$ cat src/rtl/rtc_pkg.sv
package rtc_pkg;

    typedef struct packed {
        logic [7:0] cent;
        logic [7:0] year;
        logic [7:0] month;
        logic [7:0] date;
        logic [2:0] wday;
        logic [7:0] hour;
        logic [7:0] minute;
        logic [7:0] sec;
    } rtc_time_t;

    typedef struct packed {
        rtc_time_t tm;
        logic      stepped;
    } cal_state_t;

    // Two-digit BCD increment without range limit; caller handles wrap.
    function automatic logic [7:0] bcd_next(input logic [7:0] v);
        if (v[3:0] >= 4'd9) return {v[7:4] + 4'd1, 4'd0};
        else                return {v[7:4], v[3:0] + 4'd1};
    endfunction

    // Multiple of four: 10*T + U = 2*T + U (mod 4).
    function automatic logic bcd_leap(input logic [7:0] y);
        logic [3:0] s;
        s = {2'b00, y[4], 1'b0} + y[3:0];
        return (s[1:0] == 2'b00);
    endfunction

    function automatic logic [7:0] month_last(input logic [7:0] m, input logic leap);
        case (m)
            8'h02:                      return leap ? 8'h29 : 8'h28;
            8'h04, 8'h06, 8'h09, 8'h11: return 8'h30;
            default:                    return 8'h31;
        endcase
    endfunction

endpackage

$ cat src/rtl/rtc_prescaler.sv
module rtc_prescaler #(
    parameter int REF_DIV    = 32768,
    parameter int CAL_PERIOD = 64,
    parameter int CAL_W      = 5
) (
    input  logic             clk,
    input  logic             rst_n,
    input  logic             ref_en,
    input  logic             halt,
    input  logic             restart,
    input  logic [CAL_W-1:0] cal,
    output logic             tick
);
    localparam int CNT_W = $clog2(REF_DIV + (1 << (CAL_W - 1)) + 1);
    localparam int LW    = CNT_W + 2;
    localparam int WIN_W = (CAL_PERIOD > 1) ? $clog2(CAL_PERIOD) : 1;

    typedef struct packed {
        logic [CNT_W-1:0] cnt;
        logic [WIN_W-1:0] win;
    } pre_state_t;

    pre_state_t st_d, st_q;
    logic [LW-1:0] cal_ext;
    logic [LW-1:0] len;
    logic [LW-1:0] len_m1;
    logic          trim_sec;
    logic          step;
    logic          last;

    always_comb begin
        cal_ext  = {{(LW - CAL_W){cal[CAL_W-1]}}, cal};
        trim_sec = (st_q.win == WIN_W'(CAL_PERIOD - 1));
        len      = LW'(REF_DIV) - (trim_sec ? cal_ext : '0);
        len_m1   = len - LW'(1);
        step     = ref_en && !halt;
        last     = ({2'b00, st_q.cnt} >= len_m1);
        tick     = step && last && !restart;

        st_d = st_q;
        if (restart) begin
            st_d.cnt = '0;
            st_d.win = '0;
        end else if (step) begin
            if (last) begin
                st_d.cnt = '0;
                st_d.win = trim_sec ? '0 : st_q.win + WIN_W'(1);
            end else begin
                st_d.cnt = st_q.cnt + CNT_W'(1);
            end
        end
    end

    always_ff @(posedge clk or negedge rst_n) begin
        if (!rst_n) st_q <= '0;
        else        st_q <= st_d;
    end

    assert_halt_holds_R10: assert property (@(posedge clk) disable iff (!rst_n)
        (halt && !restart) |=> $stable(st_q));

    assert_restart_clears_R9: assert property (@(posedge clk) disable iff (!rst_n)
        restart |=> (st_q.cnt == '0 && st_q.win == '0));

    assert_tick_needs_ref_R2: assert property (@(posedge clk) disable iff (!rst_n)
        tick |-> (ref_en && !halt));

endmodule

$ cat src/rtl/rtc_calendar.sv
module rtc_calendar
    import rtc_pkg::*;
(
    input  logic      clk,
    input  logic      rst_n,
    input  logic      tick,
    input  logic      load,
    input  rtc_time_t ld,
    output rtc_time_t cur,
    output logic      stepped
);
    localparam rtc_time_t TM_RESET = '{cent: 8'd0, year: 8'h00, month: 8'h01,
                                       date: 8'h01, wday: 3'd1, hour: 8'h00,
                                       minute: 8'h00, sec: 8'h00};

    cal_state_t cs_d, cs_q;
    logic [7:0] last_date;

    always_comb begin
        cs_d         = cs_q;
        cs_d.stepped = tick && !load;
        last_date    = month_last(cs_q.tm.month, bcd_leap(cs_q.tm.year));
        if (load) begin
            cs_d.tm = ld;
        end else if (tick) begin
            if (cs_q.tm.sec >= 8'h59) begin
                cs_d.tm.sec = 8'h00;
                if (cs_q.tm.minute >= 8'h59) begin
                    cs_d.tm.minute = 8'h00;
                    if (cs_q.tm.hour >= 8'h23) begin
                        cs_d.tm.hour = 8'h00;
                        cs_d.tm.wday = (cs_q.tm.wday >= 3'd7 || cs_q.tm.wday == 3'd0)
                                       ? 3'd1 : cs_q.tm.wday + 3'd1;
                        if (cs_q.tm.date >= last_date) begin
                            cs_d.tm.date = 8'h01;
                            if (cs_q.tm.month >= 8'h12) begin
                                cs_d.tm.month = 8'h01;
                                if (cs_q.tm.year >= 8'h99) begin
                                    cs_d.tm.year = 8'h00;
                                    cs_d.tm.cent = cs_q.tm.cent + 8'd1;
                                end else begin
                                    cs_d.tm.year = bcd_next(cs_q.tm.year);
                                end
                            end else begin
                                cs_d.tm.month = bcd_next(cs_q.tm.month);
                            end
                        end else begin
                            cs_d.tm.date = bcd_next(cs_q.tm.date);
                        end
                    end else begin
                        cs_d.tm.hour = bcd_next(cs_q.tm.hour);
                    end
                end else begin
                    cs_d.tm.minute = bcd_next(cs_q.tm.minute);
                end
            end else begin
                cs_d.tm.sec = bcd_next(cs_q.tm.sec);
            end
        end
    end

    always_ff @(posedge clk or negedge rst_n) begin
        if (!rst_n) begin
            cs_q.tm      <= TM_RESET;
            cs_q.stepped <= 1'b0;
        end else begin
            cs_q <= cs_d;
        end
    end

    assign cur     = cs_q.tm;
    assign stepped = cs_q.stepped;

    assert_sec_bcd_R3: assert property (@(posedge clk) disable iff (!rst_n)
        cs_q.stepped |-> (cs_q.tm.sec <= 8'h59 && cs_q.tm.sec[3:0] <= 4'd9));

    assert_step_moves_sec_R2: assert property (@(posedge clk) disable iff (!rst_n)
        cs_q.stepped |-> (cs_q.tm.sec != $past(cs_q.tm.sec)));

    assert_newday_fields_R5: assert property (@(posedge clk) disable iff (!rst_n)
        (cs_q.stepped && cs_q.tm.hour == 8'h00 && cs_q.tm.minute == 8'h00 && cs_q.tm.sec == 8'h00)
        |-> (cs_q.tm.wday >= 3'd1 && cs_q.tm.wday <= 3'd7
             && cs_q.tm.date >= 8'h01 && cs_q.tm.date <= 8'h31 && cs_q.tm.date[3:0] <= 4'd9));

    assert_hour_range_R4: assert property (@(posedge clk) disable iff (!rst_n)
        (cs_q.stepped && $past(cs_q.tm.hour) <= 8'h23) |-> (cs_q.tm.hour <= 8'h23));

    assert_load_applies_R9: assert property (@(posedge clk) disable iff (!rst_n)
        load |=> (cs_q.tm == $past(ld) && !cs_q.stepped));

endmodule

$ cat src/rtl/rtc_bcd_calendar.sv
module rtc_bcd_calendar
    import rtc_pkg::*;
#(
    parameter int REF_DIV    = 32768,
    parameter int CAL_PERIOD = 64,
    parameter int CAL_W      = 5
) (
    input  logic             clk,
    input  logic             rst_n,
    input  logic             ref_en,
    input  logic             halt,
    input  logic             load,
    input  logic [CAL_W-1:0] cal_trim,
    input  logic [7:0]       ld_sec,
    input  logic [7:0]       ld_min,
    input  logic [7:0]       ld_hour,
    input  logic [2:0]       ld_wday,
    input  logic [7:0]       ld_date,
    input  logic [7:0]       ld_month,
    input  logic [7:0]       ld_year,
    input  logic [7:0]       ld_cent,
    output logic [7:0]       tm_sec,
    output logic [7:0]       tm_min,
    output logic [7:0]       tm_hour,
    output logic [2:0]       tm_wday,
    output logic [7:0]       tm_date,
    output logic [7:0]       tm_month,
    output logic [7:0]       tm_year,
    output logic [7:0]       tm_cent,
    output logic             sec_pulse
);
    logic      tick;
    rtc_time_t ld_tm;
    rtc_time_t cur_tm;

    always_comb begin
        ld_tm.cent   = ld_cent;
        ld_tm.year   = ld_year;
        ld_tm.month  = ld_month;
        ld_tm.date   = ld_date;
        ld_tm.wday   = ld_wday;
        ld_tm.hour   = ld_hour;
        ld_tm.minute = ld_min;
        ld_tm.sec    = ld_sec;
    end

    rtc_prescaler #(
        .REF_DIV    (REF_DIV),
        .CAL_PERIOD (CAL_PERIOD),
        .CAL_W      (CAL_W)
    ) u_pre (
        .clk     (clk),
        .rst_n   (rst_n),
        .ref_en  (ref_en),
        .halt    (halt),
        .restart (load),
        .cal     (cal_trim),
        .tick    (tick)
    );

    rtc_calendar u_cal (
        .clk     (clk),
        .rst_n   (rst_n),
        .tick    (tick),
        .load    (load),
        .ld      (ld_tm),
        .cur     (cur_tm),
        .stepped (sec_pulse)
    );

    assign tm_sec   = cur_tm.sec;
    assign tm_min   = cur_tm.minute;
    assign tm_hour  = cur_tm.hour;
    assign tm_wday  = cur_tm.wday;
    assign tm_date  = cur_tm.date;
    assign tm_month = cur_tm.month;
    assign tm_year  = cur_tm.year;
    assign tm_cent  = cur_tm.cent;

    assert_pulse_only_on_ref_R2: assert property (@(posedge clk) disable iff (!rst_n)
        sec_pulse |-> ($past(ref_en) && !$past(halt) && !$past(load)));

endmodule

$ cat config.mk
export PLATFORM = sky130hd
export DESIGN_NAME = rtc_bcd_calendar
export DESIGN_NICKNAME = d
export VERILOG_FILES = /design/src/rtl/rtc_pkg.sv /design/src/rtl/rtc_prescaler.sv /design/src/rtl/rtc_calendar.sv /design/src/rtl/rtc_bcd_calendar.sv
export SDC_FILE = /design/constraint.sdc
export NUM_CORES = 1
export LEC_CHECK = 0
export BUFFER_PORTS_ARGS = -buffer_cell sky130_fd_sc_hd__buf_2
export CAP_MARGIN = 20
export CORE_UTILIZATION = 55
export DETAILED_ROUTE_END_ITERATION = 7
export HOLD_SLACK_MARGIN = 0.1
export PLACE_DENSITY = 0.92
export SETUP_SLACK_MARGIN = 0.15
export SKIP_CTS_REPAIR_TIMING = 1
export SYNTH_ARGS = -nofsm -noshare
export SYNTH_HDL_FRONTEND = slang
export SYNTH_HIERARCHICAL = 1
export SYNTH_SLANG_ARGS = --single-unit
$ cat constraint.sdc
create_clock -name clk -period 11.7 [get_ports clk]
set_input_delay 1.17 -clock clk [delete_from_list [all_inputs] [get_ports clk]]
set_output_delay 1.17 -clock clk [all_outputs]
set_load 0.005 [all_outputs]
==> results.yml, run 1 <==
timing:
  setup_violations: 0
  hold_slack_ps: 531
  setup-tns-final_ps: 0
  final-max-slew-violation-count: 0
  worst_skew_ps: 7.97
  finalCritPeriodShare: 0.400
  max-slew-margin-rel: 0.472
  rsz0062_at_grt: "no"
  post-route-min-period_ps: 4680
  maxClockFrequency_mhz: 214
  final_hold_viol_count: 0
  worst_pin_slew_ps: 772
routing:
  drt-initial-drc-count: 370
  drc: 0
  ant_nets: 0
  dr.pass1.iters: 5
  routed_wirelength_um: 14800
  vias: 5384
  detail_route.wl_per_cell_um: 17.1
  route.detailed.vias_per_inst: 6.22
floorplan:
  die_area_um2: 10400
  initial_utilization: 0.566
  coreArea_um2: 9730
  die_height_um: 102
  num_rows: 36
  dieWidth_um: 102
  ioPinCount: 129
flow_run:
  cap_violations: 0
logic_synthesis:
  synth_fp_nets: 723
  synth_enable_flop_cells: 0
  post_synth_instance_area_um2: 5510
  synth_area_leaders: "dfrtp_1 36%, ha_1 10%, nand2_1 3.8%, a21oi_1 3.3%, nand3_1 3.1%"
  synth_top_flop_cell: "dfrtp_1"
  synth_warnings: 6
  synthDominantCellAreaShare: 0.359
  synth_top_area_cell: "dfrtp_1"
  register_bit_count_reported_by_yosys: 82
  synth-seq-area-share: 0.373
  synth_cell_type_count: 73
  proportion_of_synthesized_flip_flops_having_asynchronous_set_or_reset: 1.00
  post_synth.cell_area_avg_um2: 9.07
  synthCells: 608
finish:
  postLayoutCoreUtil: 0.664
  area_growth_pct: 17.3
  num_antenna_cells: 0
  layout.cells.most_common: "buf_2"
  drive_gt1_frac: 0.233
  final_net_count: 843
  final_cell_mix: "127 x buf_2, 79 x dfrtp_1, 56 x nand2_1"
clock_network:
  clk_pin_slew_ps: 90
  cts-htree-levels: 3
  clock_sinks: 82
  clk-insertion-delay-late_ps: 370
  cts-root-buf: "clkbuf_8"
  clock_buffer_count_from_cts: 9
  cts_tree: "yes"
  cts.path.max_buffers: 2
global_route:
  first_global_vias: 5062
  grt_usage: 0.290
  antenna_found_initial: 1
  grt_overflow: 0
  maximum_number_of_pins_on_one_net_before_global_route_repair: 83
  first_pass_grt_wire_length_um: 23500
setup_path:
  path_delay_family: "simple AND/OR/NAND/NOR gates"
  list_of_cells_traversed_by_the_critical_path: "ha_1 -> and3_1 -> and3_1 -> and2_1 -> ha_1 -> o211ai_1 -> a221o_2 -> a21oi_4 -> nor2b_1 -> or2_2 -> a22o_1 -> nand4_1 -> buf_4 -> or2_1 -> mux2_1"
  cp_max_fo: 31
  bufs_and_invs_on_worst_path: 1
  worst-endpoint-required_ps: 11960
  nature_of_the_critical_path_endpoint: "register"
  cp_slowest_cell: "a221o_2"
  crit_path_start_kind: "register"
  timing.critical_path.arrival_ps: 4940
  critical_path.max_stage_delay_ps: 480
  kind_of_critical_path: "reg -> reg"
outcome:
  run_status: "finished, final reports clean"
power_and_ir_drop:
  total_power_consumption_w: 0.00119
  p_leak_nw: 3.03
  vdd.ir_drop.worst_mv: 0.126
  p_per_area_nw_per_um2: 184
worst_hold_path:
  hp-class: "reg -> reg"
placement:
  finalWeightedCongestion: 0.914
  hpwlAfterDp_um: 10400
  buffer_ports.inserted: 128
[flip-flops by register name (all words and copies together) (netlist names)]
register / flops
u_cal/cur: 59
u_cal/stepped: 1
u_pre/st_q: 22
[cell type report]
| class | instances | area, µm² |
|---|---|---|
| clock inverters | 7 | 101 |
| flip-flops and latches | 82 | 2060 |
| well taps | 133 | 166 |
| repair buffers | 131 | 686 |
| inverters | 43 | 161 |
| multi-input cells | 461 | 3170 |
| clock buffers | 9 | 124 |
| fillers | 817 | 3260 |
[where the power goes]
| group | internal [W] | switching, W | leakage, nW | total (W) |
|---|---|---|---|---|
| logic | 0.000212 | 0.000268 | 1.88 | 0.000480 |
| clock network | 0.000122 | 0.000116 | 0.112 | 0.000238 |
| registers | 0.000362 | 0.000111 | 1.03 | 0.000472 |
[worst min-delay path: cells and delay by family, from the launching register on]
kind / cells / cell delay [ps]
DFF: 1 / 410
and+or+nand+nor: 1 / 50
AOI/OAI and AO/OA: 1 / 70
[cell usage after synthesis, types with 5 or more instances]
cell	count
a211o_1	8
a211oi_1	7
a21o_1	5
a21oi_1	36
a221oi_1	8
a22o_1	11
a22oi_1	5
a32oi_1	8
and2_1	6
and3_1	8
buf_2	6
clkbuf_1	11
dfrtp_1	79
ha_1	46
inv_1	43
mux2i_1	6
nand2_1	56
nand2b_1	5
nand3_1	34
nand4_1	11
nor2_1	36
nor2b_1	6
nor3_1	19
nor3b_1	5
nor4_1	8
o21a_1	6
o21ai_0	32
o22ai_1	12
o311ai_1	6
o31ai_1	8
xnor2_1	5
[stage by stage]
| stage | setup WS [ps] | area [µm²] | instances |
|---|---|---|---|
| after floorplan | 7700 | 5510 | 608 |
| after detailed placement | 6950 | 6210 | 849 |
| final | 7020 | 6460 | 866 |
| after global routing | 6770 | 6460 | 866 |
| after CTS | 7050 | 6440 | 865 |
| after global placement | 7080 | 6210 | 849 |
[routing by layer]
layer  global-route usage  wire length (µm)  vias up
li1                     -                 -     2505
met1                0.356              6110     2577
met2                0.477              7140      260
met3               0.0780              1130       40
met4                0.133               387        2
met5                    0                10        -
[final timing paths]
check / startpoint / endpoint / slack (ps) / depth (start not counted)
setup / recovery: u_pre/st_q[0] / u_cal/cur[51] / 7020 / 15
hold / removal: u_cal/cur[24] / u_cal/cur[24] / 530 / 2
setup reg to reg: u_pre/st_q[0] / u_cal/cur[51] / 7020 / 15
hold reg to reg: u_cal/cur[24] / u_cal/cur[24] / 530 / 2
max in group asynchronous: rst_n / u_pre/st_q[19] / 10430 / 2
min in group asynchronous: rst_n / u_cal/cur[41] / 650 / 1
[cells by family after synthesis]
| kind of cell | Yosys count | share of synthesized area |
|---|---|---|
| AOI/OAI and AO/OA | 183 | 0.238 |
| muxes | 11 | 0.0218 |
| buffers and inverters | 65 | 0.0518 |
| DFF | 82 | 0.373 |
| and+or+nand+nor | 216 | 0.203 |
| adders and majority gates | 46 | 0.104 |
| xor gates and xnor gates | 5 | 0.00795 |
No activity file was read; power rests on OpenSTA's default activity.
==> run 2, diff against run 1 <==
--- a/config.mk
+++ b/config.mk
@@ -7,10 +7,10 @@
 export LEC_CHECK = 0
 export BUFFER_PORTS_ARGS = -buffer_cell sky130_fd_sc_hd__buf_2
 export CAP_MARGIN = 20
-export CORE_UTILIZATION = 55
+export CORE_UTILIZATION = 50
 export DETAILED_ROUTE_END_ITERATION = 7
 export HOLD_SLACK_MARGIN = 0.1
-export PLACE_DENSITY = 0.92
+export PLACE_DENSITY = 0.89
 export SETUP_SLACK_MARGIN = 0.15
 export SKIP_CTS_REPAIR_TIMING = 1
 export SYNTH_ARGS = -nofsm -noshare
==> constraint.sdc (replaced) <==
create_clock -name clk -period 3.9 [get_ports clk]
set_input_delay 0.39 -clock clk [delete_from_list [all_inputs] [get_ports clk]]
set_output_delay 0.39 -clock clk [all_outputs]
set_load 0.005 [all_outputs]
==> results.yml, run 2 (synthesis gave the netlist of run 1 again) <==
outcome:
  run_status: "finished, final reports clean"
routing:
  dr.pass1.iters: 5
  drc: 0
  drt-initial-drc-count: 331
  route.detailed.vias_per_inst: 6.07
  detail_route.wl_per_cell_um: 16.5
  routed_wirelength_um: 14600
  ant_nets: 0
  vias: 5345
timing:
  maxClockFrequency_mhz: 277
  post-route-min-period_ps: 3610
  final-max-slew-violation-count: 0
  finalCritPeriodShare: 0.924
  setup_violations: 0
  max-slew-margin-rel: 0.425
  setup-tns-final_ps: 0
  timing.final.ws_setup_ps: 295
  worst_skew_ps: 9.54
  rsz0062_at_grt: "no"
  worst_pin_slew_ps: 841
  final_hold_viol_count: 0
setup_path:
  nature_of_the_critical_path_endpoint: "register"
  worst-endpoint-required_ps: 4140
  crit_path_start_kind: "register"
  kind_of_critical_path: "reg -> reg"
  cp_max_fo: 30
  regToRegStartpoint: "u_pre/st_q[0]"
  timing.critical_path.arrival_ps: 3840
  setup.worst_path.start: "u_pre/st_q[0]"
clock_network:
  cts.path.max_buffers: 2
  cts-htree-levels: 3
  clk_pin_slew_ps: 80
  clock_sinks: 82
  clk-insertion-delay-late_ps: 350
  cts-root-buf: "clkbuf_8"
  clock_buffer_count_from_cts: 9
  cts_tree: "yes"
global_route:
  first_pass_grt_wire_length_um: 23600
  globalRouteMet1Util: 0.340
  antenna_found_initial: 1
  first_global_vias: 5057
  maximum_number_of_pins_on_one_net_before_global_route_repair: 83
  grtUsageMet3: 0.0505
  grt_usage: 0.257
  grt_busiest_layer: "met2"
  grt_overflow: 0
  grt_util_met2: 0.422
floorplan:
  num_rows: 37
  die_area_um2: 11400
  coreArea_um2: 10500
  dieWidth_um: 107
  initial_utilization: 0.524
  die_height_um: 107
  ioPinCount: 129
finish:
  largest_register_ffs: 59
  layout.cells.most_common: "buf_2"
  final_net_count: 855
  drive_gt1_frac: 0.255
  postLayoutCoreUtil: 0.628
  area_growth_pct: 19.7
  num_antenna_cells: 0
  final_cell_mix: "127 x buf_2, 79 x dfrtp_1, 56 x nand2_1"
worst_hold_path:
  hp-class: "in -> reg"
  hold_path.startpoint: "ld_sec[1]"
power_and_ir_drop:
  p_leak_nw: 3.06
  p_seq_frac: 0.417
  share_clk_of_total_power: 0.165
  netSwitchingFraction: 0.415
  vdd.ir_drop.worst_mv: 0.262
  comb_power_frac: 0.418
  switching_power_w: 0.00141
  p_per_area_nw_per_um2: 514
  internal-power_w: 0.00198
placement:
  hpwlAfterDp_um: 10500
  buffer_ports.inserted: 128
  finalWeightedCongestion: 0.929
  placement.setup.worst_slack_ps: -69.2
flow_run:
  cap_violations: 0
## run 2: cell types whose count changed in the layout (fill, tap and decap cells not counted), sizes merged, moves of 2 or more
cell,delta
buf,+11
bufinv,-2
clkbuf,+3
clkinvlp,+2
inv,-2
## run 2: per-stage QoR
step / total power [W] / cells / hold WS (ps) / instance area, µm²
6_report: 0.00339 / 881 / 245 / 6600
5_1_grt: 0.00366 / 881 / 232 / 6600
4_1_cts: 0.00337 / 875 / 222 / 6460
3_5_place_dp: 0.00279 / 859 / 517 / 6290
3_3_place_gp: 0.00271 / 859 / 501 / 6290
2_1_floorplan: 0.00225 / 608 / 94.4 / 5520
## run 2: critical path, stage by stage, from the launching register on
cell and delay, ps:
dfrtp_1 410, ha_2 200, and3_4 190, and3_4 200, and2_1 160, ha_1 270, o211ai_1 100, a221o_2 410
a21oi_4 150, nor2b_4 220, or2_2 140, a22o_4 130, nand4_1 170, buf_12 230, nor2_2 150, mux2_2 340
## run 2: cell type report
class                           instances  area [µm²]
Clock inverter                          4        27.5
Tap cell                              136         170
Fill cell                             856        3910
Multi-Input combinational cell        461        3230
Inverter                               43         161
Timing Repair Buffer                  143         807
Clock buffer                           12         145
Sequential cell                        82        2060
## run 2: routing by layer
layer	up-vias	routed length [µm]
met5	-	11
met2	194	7190
met3	30	786
li1	2540	-
met1	2579	6280
met4	2	284
## run 2: worst paths after layout
path / end / slack (ps) / cells past startpoint
min in group asynchronous: u_cal/cur[48] / 430 / 2
max: u_cal/cur[32] / 290 / 15
max in group asynchronous: u_cal/cur[24] / 2830 / 3
min reg2reg: u_cal/cur[27] / 520 / 2
min: u_cal/cur[1] / 250 / 3
max reg2reg: u_cal/cur[32] / 290 / 15
## run 2: power by group through the flow
stage	registers [W]	clock network (W)	logic, W
after detailed placement	0.00142	0	0.00137
after floorplan	0.00137	0	0.000871
after global routing	0.00146	0.000617	0.00158
after global placement	0.00140	0	0.00130
after CTS	0.00141	0.000578	0.00139
final	0.00141	0.000558	0.00142
==> run 3, diff against run 2 <==
--- a/config.mk
+++ b/config.mk
@@ -11,6 +11,7 @@
 export DETAILED_ROUTE_END_ITERATION = 7
 export HOLD_SLACK_MARGIN = 0.1
 export PLACE_DENSITY = 0.89
+export RECOVER_POWER = 100
 export SETUP_SLACK_MARGIN = 0.15
 export SKIP_CTS_REPAIR_TIMING = 1
 export SYNTH_ARGS = -nofsm -noshare
==> results.yml, run 3 (synthesis gave the netlist of run 1 again) <==
outcome:
  run_status: "finished, violations left"
  violations: "capacitance limit, slew limit"
finish:
  num_antenna_cells: 0
  largest_register_ffs: 59
  area_growth_pct: 18.4
  post_route_insts_no_fill: 881
  layout.cells.most_common: "buf_2"
  post-route-cell-area_um2: 6530
  filler_cells_inserted: 865
  drive_gt1_frac: 0.221
  final_net_count: 855
  final_cell_mix: "110 x buf_2, 79 x dfrtp_1, 56 x nand2_1"
setup_path:
  kind_of_critical_path: "reg -> reg"
  crit_path_start_kind: "register"
  cp_max_fo: 9
  timing.critical_path.arrival_ps: 3930
  nature_of_the_critical_path_endpoint: "register"
  worst-endpoint-required_ps: 4140
clock_network:
  cts.path.max_buffers: 2
  clock_buffer_count_from_cts: 9
  clk_pin_slew_ps: 80
  cts-root-buf: "clkbuf_8"
  cts_tree: "yes"
  clock_sinks: 82
  cts-htree-levels: 3
  clk-insertion-delay-late_ps: 350
timing:
  setup_violations: 0
  maxClockFrequency_mhz: 271
  final-max-slew-violation-count: 72
  rsz0062_at_grt: "no"
  max-slew-margin-rel: -0.187
  setup-tns-final_ps: 0
  finalCritPeriodShare: 0.946
  worst_pin_slew_ps: 1780
  worst_skew_ps: 9.80
  hold_slack_ps: 243
  post-route-min-period_ps: 3690
  final_hold_viol_count: 0
routing:
  detail_route.wl_per_cell_um: 16.6
  drc: 0
  ant_nets: 0
  route.detailed.vias_per_inst: 6.10
  drt-initial-drc-count: 337
  dr.pass1.iters: 4
  vias: 5375
  routed_wirelength_um: 14600
floorplan:
  coreArea_um2: 10500
  ioPinCount: 129
  die_area_um2: 11400
  initial_utilization: 0.524
  num_rows: 37
  die_height_um: 107
  dieWidth_um: 107
worst_hold_path:
  hp-class: "in -> reg"
placement:
  hpwlAfterDp_um: 10500
  finalWeightedCongestion: 0.929
  buffer_ports.inserted: 128
  numPlacedInstances: 859
  place_area_um2: 6290
global_route:
  first_global_vias: 5057
  grt_overflow: 0
  first_pass_grt_wire_length_um: 23600
  maximum_number_of_pins_on_one_net_before_global_route_repair: 83
  antenna_found_initial: 1
  grt_usage: 0.257
power_and_ir_drop:
  vdd.ir_drop.worst_mv: 0.261
  p_per_area_nw_per_um2: 516
  p_leak_nw: 2.99
flow_run:
  cap_violations: 1
[run 3: changes by cell type in the layout (fill, tap and decap cells not counted)]
cell and change:
nand3_2 -1, dfstp_2 -3, a21oi_1 +1, buf_16 -1, and2_4 -1, and2_0 +1
nand3_1 +1, buf_4 -2, buf_2 -17, dfstp_1 +3, clkbuf_1 +19, clkbuf_2 +1
a21oi_4 -1
[run 3: metal layers]
metal | global-route usage | up-vias | share of wire
met4 | 0.0871 | 2 | 0.019
met5 | 0 | - | 0.00075
met1 | 0.340 | 2610 | 0.43
met3 | 0.0505 | 28 | 0.058
li1 | - | 2532 | -
met2 | 0.422 | 203 | 0.50
[run 3: critical path: stages, from the launching register on]
cell,delay [ps]
dfrtp_1,410
ha_2,200
and3_4,190
and3_4,200
and2_1,160
ha_1,270
o211ai_1,100
a221o_2,390
a21oi_1,210
nor2b_4,240
or2_2,140
a22o_4,130
and4_4,300
and2_0,290
mux2_4,320
[run 3: cell type report]
class / count / area [µm²] / area share
well taps: 136 / 170 / 0.0261
clock buffers: 12 / 145 / 0.0222
multi-input cells: 461 / 3210 / 0.492
inverters: 43 / 161 / 0.0247
clock inverters: 4 / 27.5 / 0.00422
flip-flops and latches: 82 / 2060 / 0.315
repair buffers: 143 / 756 / 0.116
[run 3: report_power, final]
part           internal, W  switching [W]
Clock             0.000248       0.000313
Combinational     0.000627       0.000769
Sequential         0.00108       0.000331
[run 3: stage by stage]
step	utilization	worst slack [ps]	total power (W)
after floorplan	-	153	0.00225
after global placement	0.598	151	0.00271
final	0.621	212	0.00337
after CTS	0.615	-102	0.00337
after global routing	0.621	98.0	0.00363
after detailed placement	0.598	-69.2	0.00279
[run 3: final timing paths]
path	to	slack, ps	cells past startpoint	startpoint
worst max-delay path	u_cal/cur[47]	210	14	u_pre/st_q[0]
worst min-delay path	u_cal/cur[42]	240	3	ld_month[7]
worst max register to register	u_cal/cur[47]	210	14	u_pre/st_q[0]
worst min register to register	u_cal/cur[22]	560	1	u_cal/cur[22]
max in group asynchronous	u_cal/cur[23]	1140	3	rst_n
min in group asynchronous	u_cal/cur[48]	590	2	rst_n
